==> src/rtl/fa_decombine_buf.sv <==
module fa_decombine_buf #(
  parameter int DEPTH  = 16,
  parameter int TAG_W  = 8,
  parameter int DATA_W = 16
) (
  input  logic              clk,
  input  logic              rst_n,
  input  logic              wr_en,
  input  logic [TAG_W-1:0]  wr_fwd_tag,
  input  logic [TAG_W-1:0]  wr_abs_tag,
  input  logic [DATA_W-1:0] wr_addend,
  output logic              full,
  input  logic              rsp_valid_i,
  input  logic [TAG_W-1:0]  rsp_tag_i,
  input  logic [DATA_W-1:0] rsp_data_i,
  output logic              rsp_ready_o,
  output logic              rsp_valid_o,
  output logic [TAG_W-1:0]  rsp_tag_o,
  output logic [DATA_W-1:0] rsp_data_o
);
  localparam int IDX_W = (DEPTH > 1) ? $clog2(DEPTH) : 1;

  logic [DEPTH-1:0]  occ;
  logic [TAG_W-1:0]  fwd_q [DEPTH];
  logic [TAG_W-1:0]  abs_q [DEPTH];
  logic [DATA_W-1:0] add_q [DEPTH];

  logic              pend_v;
  logic [TAG_W-1:0]  pend_tag;
  logic [DATA_W-1:0] pend_data;

  logic              hit;
  logic [IDX_W-1:0]  hit_idx;
  logic [IDX_W-1:0]  free_idx;
  logic              accept, do_wr;

  assign full        = &occ;
  assign rsp_ready_o = ~pend_v;
  assign accept      = rsp_valid_i & rsp_ready_o;
  assign do_wr       = wr_en & ~full;

  always_comb begin
    hit     = 1'b0;
    hit_idx = '0;
    for (int i = DEPTH - 1; i >= 0; i--) begin
      if (occ[i] && fwd_q[i] == rsp_tag_i) begin
        hit     = 1'b1;
        hit_idx = IDX_W'(i);
      end
    end
  end

  always_comb begin
    free_idx = '0;
    for (int i = DEPTH - 1; i >= 0; i--) begin
      if (!occ[i]) free_idx = IDX_W'(i);
    end
  end

  always_ff @(posedge clk) begin
    if (!rst_n) begin
      occ <= '0;
    end else begin
      for (int i = 0; i < DEPTH; i++) begin
        if (do_wr && free_idx == IDX_W'(i))
          occ[i] <= 1'b1;
        else if (accept && hit && hit_idx == IDX_W'(i))
          occ[i] <= 1'b0;
      end
    end
  end

  always_ff @(posedge clk) begin
    if (do_wr) begin
      fwd_q[free_idx] <= wr_fwd_tag;
      abs_q[free_idx] <= wr_abs_tag;
      add_q[free_idx] <= wr_addend;
    end
  end

  always_ff @(posedge clk) begin
    if (!rst_n) begin
      pend_v      <= 1'b0;
      pend_tag    <= '0;
      pend_data   <= '0;
      rsp_valid_o <= 1'b0;
      rsp_tag_o   <= '0;
      rsp_data_o  <= '0;
    end else if (pend_v) begin
      pend_v      <= 1'b0;
      rsp_valid_o <= 1'b1;
      rsp_tag_o   <= pend_tag;
      rsp_data_o  <= pend_data;
    end else begin
      rsp_valid_o <= accept;
      if (accept) begin
        rsp_tag_o  <= rsp_tag_i;
        rsp_data_o <= rsp_data_i;
      end
      if (accept && hit) begin
        pend_v    <= 1'b1;
        pend_tag  <= abs_q[hit_idx];
        pend_data <= rsp_data_i + add_q[hit_idx];
      end
    end
  end
endmodule

==> config.mk <==
export PLATFORM = sky130hd
export DESIGN_NAME = fa_decombine_buf
export DESIGN_NICKNAME = d
export VERILOG_FILES = /design/src/rtl/fa_decombine_buf.sv
export SDC_FILE = /design/constraint.sdc
export NUM_CORES = 1
export LEC_CHECK = 0
export ABC_AREA = 1
export BUFFER_PORTS_ARGS = -buffer_cell sky130_fd_sc_hd__buf_2
export CORE_MARGIN = 2
export CORE_UTILIZATION = 50
export CTS_CLUSTER_SIZE = 28
export DETAILED_ROUTE_END_ITERATION = 6
export MAX_ROUTING_LAYER = met4
export PLACE_DENSITY = 0.73
export RECOVER_POWER = 25
export SLEW_MARGIN = 20
export SYNTH_ARGS = -nofsm -noshare
export SYNTH_HDL_FRONTEND = slang
export SYNTH_SLANG_ARGS = --single-unit
==> constraint.sdc <==
create_clock -name clk -period 6.7 [get_ports clk]
set_clock_uncertainty 0.15 [all_clocks]
set_input_delay 0.335 -clock clk [delete_from_list [all_inputs] [get_ports clk]]
set_output_delay 0.335 -clock clk [all_outputs]
set_load 0.01 [all_outputs]
==> metrics.csv <==
stage,metric,value,unit
sta,setup violators final,0,
setup_path,CP required,7.05,ns
outcome,status,completed,
final_layout,Final nets,2150,
yosys,Yosys cell types,55,
cts,clk sinks,578,
yosys,Post-Syn Instances,1932,
setup_path,crit path DAT,6.18,ns
yosys,Yosys reg bits,578,
flow_run,total of max-cap violations,0,
drt,via count,16100,
yosys,syn_area_per_cell,12.2,µm²
pwr,Pwr Density,274,nW/µm²
pwr,Leak,9.81,nW
global_routing,initial antenna violation count,4,
yosys,number of enable flip-flop cells after synthesis,512,
setup_path,worst r2r src,fwd_q[11][4],
drt,DR iter-0 viols,1797,
setup_path,Crit Path Max Fanout,64,
cts,clock transition at the registers of the reported paths,0.06,ns
sta,unrepaired setup endpoints after global routing,false,
sta,fmax,171,MHz
setup_path,r2r setup slk,0.88,ns
floorplanning,I/O Pins,87,
floorplanning,core area,46600,µm²
setup_path,CP max stage delay,0.48,ns
drt,DRT antenna net count,0,
sta,worst relative slew slack,32.8,%
cts,setup bufs post-CTS,0,
hold_path,Hold Crit Class,in2reg,
floorplanning,row cnt,79,
setup_path,worst setup path end,pend_data[15],
placed_design,placed standard-cell area,24800,µm²
setup_path,CP Class,in2reg,
floorplanning,die height,221,µm
yosys,area share of the largest cell type after synthesis,65.1,%
yosys,Most used DFF post-synth,edfxtp_1,
setup_path,Crit-path slowest cell,a31oi_1,
drt,vias per inst,5.88,
drt,mean routed wirelength per cell,22.8,µm
final_layout,layout cells sized above 1,11.5,%
placed_design,HPWL Detailed,37.3,mm
cts,CTS buffer count,55,
sta,min Tclk post-route,5.84,ns
sta,hold_ws,0.0972,ns
yosys,Yosys top cell by area,edfxtp_1,
setup_path,R2R Path End,pend_data[15],
global_routing,pin count of the biggest net entering global routing,65,
pwr,Max IR drop VDD,0.237,mV
placed_design,port buffer count,86,
cts,number of H-tree levels,2,
cts,CTS tree,built,
yosys,Synth Net Count,2008,
drt,drt total wl,62.2,mm
final_layout,Area growth syn-to-layout,14.2,%
cts,clk buf depth,3,
placed_design,Inst Count DP,2583,
placed_design,setup slack at placement,0.458,ns
yosys,Synth area leaders,"edfxtp_1 65%, nand2_1 6.2%, dfxtp_1 5.6%",
setup_path,r2r worst-path depth,36,
sta,Final WS setup,0.863,ns
global_routing,Overall Global Routing Usage,25.9,%
final_layout,Post-Layout Cell Count,2729,
global_routing,first-pass GRT wire length,93.4,mm
setup_path,CP Launch Type,primary input,
drt,DR pass1 iterations,6,
sta,Slew @ Worst Pin,1.01,ns
final_layout,post-route cell area,27000,µm²
yosys,Synth async-reset ratio,0,%
placed_design,Final Wtd Congestion,0.960,
sta,post-route setup TNS,0,ns
sta,Slew Limit Fails,0,
cts,"Hold-fix buffers, CTS",41,
cts,CTS-repair resized insts,0,
final_layout,# fillers,3586,
drt,drt drc,0,
floorplanning,Die Wd,221,µm
global_routing,grt ovf,0,
global_routing,vias in the first global route,15800,
yosys,register area share after synthesis,70.7,%
floorplanning,Initial Util,50.7,%
cts,Root Buffer,clkbuf_16,
sta,fin crit share,87.1,%
cts,Clock Latency Late Sink,0.61,ns
yosys,Synth Cell Area,23600,µm²
sta,final hold violation count,0,
setup_path,Setup crit start,rsp_tag_i[2],
yosys,Ys Warns,0,
setup_path,CP most frequent cell,nand2_1,
floorplanning,die area,49000,µm²
setup_path,CP endpoint kind,register,
[logic make-up (layout without fill, tap and decap cells)]
| kind of cell | after synthesis | after routing | share of synthesized area, % |
|---|---|---|---|
| flops | 578 | 578 | 70.7 |
| fa+ha+maj | 16 | 16 | 0.879 |
| compound gates | 401 | 401 | 10.2 |
| simple gates | 655 | 655 | 11.8 |
| buf+inv | 232 | 419 | 4.59 |
| xor+xnor | 50 | 50 | 1.85 |
| other cells | 0 | 3 | 0 |
[metrics by stage]
stage	utilization, %	power [W]
global placement	53.2	0.00434
finish	57.9	0.00740
global route	57.9	0.00759
detailed placement	53.2	0.00435
floorplan	-	0.00422
CTS	58.0	0.00742
[synth_stat cells (2+ instances only)]
cell,n
a2111oi_0,3
a211oi_1,3
a21oi_1,53
a221oi_1,5
a22oi_1,50
a31oi_1,6
buf_1,3
buf_2,29
buf_4,24
buf_6,7
clkbuf_1,20
dfxtp_1,66
edfxtp_1,512
ha_1,15
inv_1,135
inv_2,7
inv_4,3
inv_6,2
nand2_1,387
nand2_4,3
nand3_1,53
nand3b_1,7
nand4_1,27
nor2_1,132
nor2_8,2
nor3_1,17
nor4_1,13
o211ai_1,4
o21ai_0,75
o21ai_1,56
o21bai_1,3
o22ai_1,133
or2_1,4
or2_2,4
xnor2_1,15
xor2_1,35
[registers in the layout, indices dropped and copies added, names as in the netlist]
name / cells
occ: 16
pend_data: 16
pend_tag: 8
add_q: 256
rsp_tag_o: 8
abs_q: 128
fwd_q: 128
rsp_valid_o: 1
pend_v: 1
rsp_data_o: 16
[power by group]
| part | switching [W] | internal, W | total (W) |
|---|---|---|---|
| Combinational | 0.000223 | 0.000105 | 0.000327 |
| Clock | 0.00130 | 0.00180 | 0.00310 |
| Sequential | 0.0000158 | 0.00396 | 0.00397 |
[cell type report]
class / count / area [µm²] / share of cell area (%)
antenna: 3 / 7.51 / 0.0278
clock buffer: 77 / 1620 / 6.01
clock inverter: 25 / 204 / 0.756
inverter: 148 / 573 / 2.12
multi-input combinational: 1122 / 5970 / 22.1
sequential: 578 / 16700 / 61.9
tap: 607 / 759 / 2.82
timing repair buffer: 169 / 1140 / 4.23
[worst min path at each step]
stage / start / end / cells past startpoint
after floorplan: pend_data[8] / pend_data[8] / 2
after global placement: pend_data[0] / pend_data[0] / 2
after detailed placement: pend_data[0] / pend_data[0] / 2
after CTS: wr_fwd_tag[2] / fwd_q[7][2] / 1
after global routing: rsp_data_i[15] / rsp_data_o[15] / 5
final: rsp_data_i[15] / rsp_data_o[15] / 5
[cells in the final DEF (no fill, tap or decap), types with 4 or more instances in the layout]
cell type      count
edfxtp_1         512
nand2_1          386
inv_1            135
o22ai_1          133
nor2_1           112
o21ai_0           75
dfxtp_1           66
buf_2             65
clkbuf_16         57
o21ai_1           56
nand3_1           53
a21oi_1           52
a22oi_1           50
dlygate4sd3_1     41
buf_4             41
xor2_1            35
clkbuf_1          29
nand4_1           27
nor3_1            17
nor2_4            16
xnor2_1           15
ha_1              15
nor4_1            13
clkbuf_8          12
clkinv_2          11
clkinv_1           8
inv_2              7
nand3b_1           7
a31oi_1            6
a221oi_1           5
or2_2              4
or2_1              4
o211ai_1           4
nor2_2             4
[worst max-delay path: cells and delay by family]
family	cells	cell delay, ns
adder cells (fa/ha/maj)	1	0.29
XOR/XNOR	1	0.15
AO/OA/AOI/OAI	13	2.62
buffers and inverters	6	1.21
AND/OR/NAND/NOR	16	1.47
[per-layer routing]
layer,wire length (µm),GRT usage (%),vias to the layer above
li1,-,-,7270
met1,24000,33.2,7790
met2,29900,40.9,834
met3,5800,3.68,158
met4,2500,12.0,0
met5,0,-,-
Note: power is estimated with default switching activity, not from simulation.
